==> src/rtl/store_bus_pkg.sv <==
package store_bus_pkg;

  localparam int unsigned MAX_SOURCES = 8;

  typedef enum logic {
    HALF_LOW  = 1'b0,
    HALF_HIGH = 1'b1
  } mdr_half_e;

  // Number of gates that are on, out of a vector of up to MAX_SOURCES.
  function automatic int unsigned active_count(input logic [MAX_SOURCES-1:0] g);
    int unsigned n;
    n = 0;
    for (int i = 0; i < MAX_SOURCES; i++) begin
      n += int'(g[i]);
    end
    return n;
  endfunction

  // The processor drives the bus only in a store execute cycle.
  function automatic logic cpu_store_gate(input logic exec_cycle,
                                          input logic store_req);
    return exec_cycle & store_req;
  endfunction

endpackage

==> src/rtl/src_gate.sv <==
module src_gate #(
  parameter int unsigned WORD_W = 36
) (
  input  logic              en,
  input  logic [WORD_W-1:0] word,
  output logic [WORD_W-1:0] gated
);

  // Isolation is done here at the source: bits are forced to zero when off.
  always_comb begin
    for (int b = 0; b < WORD_W; b++) begin
      gated[b] = word[b] & en;
    end
  end

endmodule

==> src/rtl/or_merge.sv <==
module or_merge
  import store_bus_pkg::*;
#(
  parameter int unsigned WORD_W  = 36,
  parameter int unsigned SOURCES = 3
) (
  input  logic                           clk,
  input  logic                           rst,
  input  logic [SOURCES-1:0]             gates,
  input  logic [SOURCES-1:0][WORD_W-1:0] gated_words,
  output logic [WORD_W-1:0]              bus,
  output logic                           conflict
);

  logic [SOURCES:0][WORD_W-1:0] acc;
  logic [MAX_SOURCES-1:0]       gates_wide;

  assign acc[0] = '0;

  genvar i;
  generate
    for (i = 0; i < SOURCES; i++) begin : g_or
      assign acc[i+1] = acc[i] | gated_words[i];


      word_in_bus_chk: assert property (@(posedge clk) disable iff (rst)
        (gated_words[i] & ~bus) == '0);
    end
  endgenerate

  assign bus        = acc[SOURCES];
  assign gates_wide = MAX_SOURCES'(gates);
  assign conflict   = (active_count(gates_wide) > 1);


  single_no_conflict_chk: assert property (@(posedge clk) disable iff (rst)
    $onehot0(gates) |-> !conflict);


  multi_conflict_chk: assert property (@(posedge clk) disable iff (rst)
    !$onehot0(gates) |-> conflict);

endmodule

==> src/rtl/mdr_halves.sv <==
module mdr_halves
  import store_bus_pkg::*;
#(
  parameter int unsigned WORD_W = 36
) (
  input  logic                clk,
  input  logic                rst,
  input  logic                wr,
  input  mdr_half_e           half,
  input  logic [WORD_W-1:0]   din,
  output logic [2*WORD_W-1:0] q
);

  localparam int unsigned MDR_W = 2 * WORD_W;

  logic [1:0] half_load;

  genvar h;
  generate
    for (h = 0; h < 2; h++) begin : g_half
      assign half_load[h] = wr && (half == mdr_half_e'(h));

      always_ff @(posedge clk) begin
        if (rst) begin
          q[h*WORD_W +: WORD_W] <= '0;
        end else if (half_load[h]) begin
          q[h*WORD_W +: WORD_W] <= din;
        end
      end
    end
  endgenerate


  low_write_chk: assert property (@(posedge clk) disable iff (rst)
    (wr && half == HALF_LOW) |=>
      (q[WORD_W-1:0] == $past(din)) && (q[MDR_W-1:WORD_W] == $past(q[MDR_W-1:WORD_W])));


  high_write_chk: assert property (@(posedge clk) disable iff (rst)
    (wr && half == HALF_HIGH) |=>
      (q[MDR_W-1:WORD_W] == $past(din)) && (q[WORD_W-1:0] == $past(q[WORD_W-1:0])));


  hold_chk: assert property (@(posedge clk) disable iff (rst)
    !wr |=> $stable(q));


  reset_clear_chk: assert property (@(posedge clk)
    rst |=> (q == '0));

  // at most one half loads per edge
  one_half_chk: assert property (@(posedge clk) disable iff (rst)
    $onehot0(half_load));

endmodule

==> src/rtl/store_bus_path.sv <==
module store_bus_path
  import store_bus_pkg::*;
#(
  parameter int unsigned WORD_W = 36
) (
  input  logic                clk,
  input  logic                rst,
  input  logic [WORD_W-1:0]   cpu_word,
  input  logic                cpu_exec_cycle,
  input  logic                cpu_store_req,
  input  logic [WORD_W-1:0]   chan_a_word,
  input  logic                chan_a_gate,
  input  logic [WORD_W-1:0]   chan_b_word,
  input  logic                chan_b_gate,
  input  logic                addr_lsb,
  input  logic                wr_strobe,
  output logic [WORD_W-1:0]   bus_out,
  output logic                gate_conflict,
  output logic [2*WORD_W-1:0] mdr_q
);

  localparam int unsigned SOURCES = 3;
  localparam int unsigned SRC_CPU = 0;
  localparam int unsigned SRC_CHA = 1;
  localparam int unsigned SRC_CHB = 2;

  // Named events for the assertions
  logic                           cpu_gate_en;
  logic [SOURCES-1:0]             src_en;
  logic [SOURCES-1:0][WORD_W-1:0] src_word;
  logic [SOURCES-1:0][WORD_W-1:0] src_gated;
  mdr_half_e                      half_sel;

  assign cpu_gate_en       = cpu_store_gate(cpu_exec_cycle, cpu_store_req);
  assign src_en[SRC_CPU]   = cpu_gate_en;
  assign src_en[SRC_CHA]   = chan_a_gate;
  assign src_en[SRC_CHB]   = chan_b_gate;
  assign src_word[SRC_CPU] = cpu_word;
  assign src_word[SRC_CHA] = chan_a_word;
  assign src_word[SRC_CHB] = chan_b_word;
  assign half_sel          = mdr_half_e'(addr_lsb);

  genvar s;
  generate
    for (s = 0; s < SOURCES; s++) begin : g_src
      src_gate #(.WORD_W(WORD_W)) u_gate (
        .en    (src_en[s]),
        .word  (src_word[s]),
        .gated (src_gated[s])
      );
    end
  endgenerate

  or_merge #(.WORD_W(WORD_W), .SOURCES(SOURCES)) u_merge (
    .clk         (clk),
    .rst         (rst),
    .gates       (src_en),
    .gated_words (src_gated),
    .bus         (bus_out),
    .conflict    (gate_conflict)
  );

  mdr_halves #(.WORD_W(WORD_W)) u_mdr (
    .clk  (clk),
    .rst  (rst),
    .wr   (wr_strobe),
    .half (half_sel),
    .din  (bus_out),
    .q    (mdr_q)
  );


  cpu_isolated_chk: assert property (@(posedge clk) disable iff (rst)
    !(cpu_exec_cycle && cpu_store_req) |-> bus_out == (src_gated[SRC_CHA] | src_gated[SRC_CHB]));


  chan_a_isolated_chk: assert property (@(posedge clk) disable iff (rst)
    !chan_a_gate |-> bus_out == (src_gated[SRC_CPU] | src_gated[SRC_CHB]));


  chan_b_isolated_chk: assert property (@(posedge clk) disable iff (rst)
    !chan_b_gate |-> bus_out == (src_gated[SRC_CPU] | src_gated[SRC_CHA]));


  conflict_or_chk: assert property (@(posedge clk) disable iff (rst)
    gate_conflict |-> bus_out == (src_gated[SRC_CPU] | src_gated[SRC_CHA] | src_gated[SRC_CHB]));

endmodule

==> config.mk <==
export PLATFORM = sky130hd
export DESIGN_NAME = store_bus_path
export DESIGN_NICKNAME = d
export VERILOG_FILES = /design/src/rtl/store_bus_pkg.sv /design/src/rtl/src_gate.sv /design/src/rtl/or_merge.sv /design/src/rtl/mdr_halves.sv /design/src/rtl/store_bus_path.sv
export SDC_FILE = /design/constraint.sdc
export NUM_CORES = 1
export LEC_CHECK = 0
export ABC_AREA = 1
export BUFFER_PORTS_ARGS = -buffer_cell sky130_fd_sc_hd__buf_2
export CAP_MARGIN = 25
export CORE_MARGIN = 2
export CORE_UTILIZATION = 30
export DETAILED_ROUTE_END_ITERATION = 8
export PLACE_DENSITY = 0.6
export SLEW_MARGIN = 20
export SYNTH_ARGS = -nofsm -noshare
export SYNTH_HDL_FRONTEND = slang
export SYNTH_SLANG_ARGS = --single-unit
==> constraint.sdc <==
create_clock -name clk -period 3.6 [get_ports clk]
set_clock_uncertainty 0.2 [all_clocks]
set_input_delay 0.54 -clock clk [delete_from_list [all_inputs] [get_ports clk]]
set_output_delay 0.54 -clock clk [all_outputs]
set_load 0.02 [all_outputs]
==> key figures <==
Critical path
  – Worst EP required: 2.86 ns
  – Worst Path Max Fanout: 24
  – Crit path from: cpu_store_req
  – CP Class: input pin to output port
  – CP top delay family: buffers and inverters
  – CP Capture Type: output port
  – Critical path cell sequence: buf_2 > buf_4 > nand3_1 > nand2_1 > buf_2
  – RR Startpoint: u_mdr.q[49]$_SDFFE_PP0P_
  – Crit-path max cell delay: 0.43 ns
  – WP buf/inv: 3
  – CP Data Arrival Time: 1.71 ns
  – CP max stage cell: buf_2
  – Most used cell, CP: buf_2
  – Crit start category: input pin

Yosys
  – Gate Count Post-Synth: 694
  – Syn_nets: 811
  – Yosys top cell area share: 34.2%
  – Sequential share of the synthesized area: 34.2%
  – Top cells by area, synth: dfxtp_1, nand2_1, inv_1, nand3_1, nor2_1
  – Yosys top cell by area: dfxtp_1
  – Post-synthesis register bit count: 72
  – Synth cell types: 18
  – Synthesized area: about 4200 um2
  – Ys Warns: 0
  – Synthesized area per cell: 6.07 um2

Placement
  – PortBufs: 224
  – GPL Wtd Cong: 0.775
  – HPWL after detailed placement: 9000 um

Die
  – Initial cell density of the core: a little under a third
  – Die W: 123 um
  – Die ar.: 15,000 um2
  – IO Count: about 230
  – Core box area: 13,800 um2
  – Die height: roughly 120 um
  – Row cnt: 43

Worst hold path
  – HP Class: register to register
  – Hold Crit Start: u_mdr.q[18]$_SDFFE_PP0P_

Route
  – DRC: 0
  – Wire length per cell: between 10 and 15 um
  – Via count of the routed design: between 4,000 and 5,000
  – DR vias/cell: 4.24
  – Pre-Repair DR Iteration Count: 4
  – Final ANT Viol Nets: 0
  – Post-Route WL: 12,800 um
  – DRT iter0 DRCs: 197

GRT
  – Initial antenna violation count: 0
  – Vias in the first global route: 4,054
  – First-pass GRT wire length: 19,700 um
  – Total congestion overflow: 0
  – Largest net degree at the start of global routing: 73
  – Aggregate global-route resource usage: between 10% and 20%

CTS
  – Clock tree buffer depth: 2
  – Post-CTS sizing: 0
  – Clock-pin slew on the worst setup and hold paths: 0.05 ns
  – Setup Fix Bufs, Post-CTS: 0
  – Worst-skew pair later-pin latency: 0.33 ns
  – Total CTS buffers: 9
  – Root Driver: clkbuf_16
  – Clock sink total: 72
  – H-tree depth: 3
  – CTS tree: yes
  – Cts hold-fix bufs: 0

STA
  – Slew Viols, Final: 0
  – Final setup fails: 0
  – Slew of the pin with the lowest slew margin: 0.785 ns
  – Fin. Hold Viols: 0
  – Final period util: 68.2%
  – Worst slew margin: 47.6%
  – Tmin final: about 2.5 ns
  – FMAX: around 410 MHz
  – Final TNS setup: 0 ns
  – RSZ-0062 raised after global routing: no

Cells and area
  – Share of layout cells above drive strength 1: 28.5%
  – P&R area growth vs syn: 33.4%
  – Most common cell after layout, fill and taps aside: buf_2
  – Antenna Cells: 0
  – Biggest regs: u_mdr.q x72
  – Max reg flops: 72
  – Most flop-heavy register: u_mdr.q
  – Nets@finish: a little over 1,000
  – Most frequent cells in the layout: buf_2, nand2_1, inv_1, nand3_1

Power and ir drop
  – Tot Pwr: 0.00240 W
  – Power per cell area: roughly 430 nW/um2
  – Max IR drop VDD: a little under 300 uV
  – Leak: 3.54 nW

Flow run
  – Maxcap violations: 0

Status
  – Status: finished, final reports clean
-- routing by layer --
| layer | GRT usage (%) | vias to the layer above | routed length (um) |
|---|---|---|---|
| met5 | 0 | - | 0 |
| met4 | 3.52 | 0 | 91 |
| met3 | 6.64 | 5 | 1030 |
| met2 | 28.5 | 144 | 6140 |
| met1 | 20.0 | 1981 | 5500 |
| li1 | - | 2462 | - |
-- report_power, final --
| group | internal, W | switching, W |
|---|---|---|
| registers | 0.000854 | 0.0000254 |
| clock network | 0.000607 | 0.000343 |
| logic | 0.000201 | 0.000370 |
-- worst min-delay path, delay by kind of cell, from the launching register on --
kind / cells / cell delay [ns]
compound gates: 1 / 0.05
buf+inv: 2 / 0.07
flops: 1 / 0.30
simple gates: 1 / 0.06
-- kinds of logic after synthesis --
| family | Yosys count | synth area share, % |
|---|---|---|
| buffers and inverters | 185 | 20.9 |
| DFF | 72 | 34.2 |
| and+or+nand+nor | 399 | 40.2 |
| adders and majority gates | 1 | 0.297 |
| AOI/OAI and AO/OA | 37 | 4.45 |
-- worst paths after layout --
path,endpoint,slack [ns],depth (start not counted)
worst max-delay path,bus_out[30],1.15,5
worst min register to register,u_mdr.q[18]$_SDFFE_PP0P_,0.33,4
worst min-delay path,u_mdr.q[18]$_SDFFE_PP0P_,0.33,4
worst max register to register,u_mdr.q[49]$_SDFFE_PP0P_,2.71,4
-- final cells by class --
cell class                 instances  area [um2]
fill                            1539        8210
multi-input combinational        437        1890
sequential                        72        1440
timing repair buffer             229        1180
inverter                         148         563
clock buffer                      11         233
tap                              180         225
clock inverter                     5        81.3
-- synthesized netlist by cell type (all sizes together) --
cell,instances
ha,1
dfxtp,72
a21o,1
a21oi,36
clkbuf,1
buf,36
inv,148
nand2,219
nor2,72
nand3,108
-- through the flow --
step / hold WS, ns / utilization [%] / instance area, um2 / setup slack (ns) / instances
5_1_grt: 0.348 / 40.6 / 5620 / 1.02 / 1082
3_5_place_dp: 0.317 / 38.4 / 5310 / 1.12 / 1066
2_1_floorplan: 0.401 / - / 4210 / 1.43 / 694
6_report: 0.326 / 40.6 / 5620 / 1.15 / 1082
4_1_cts: 0.328 / 40.6 / 5620 / 1.12 / 1082
3_3_place_gp: 0.316 / 38.4 / 5310 / 1.15 / 1066
Power figures use the tool's default switching activity.
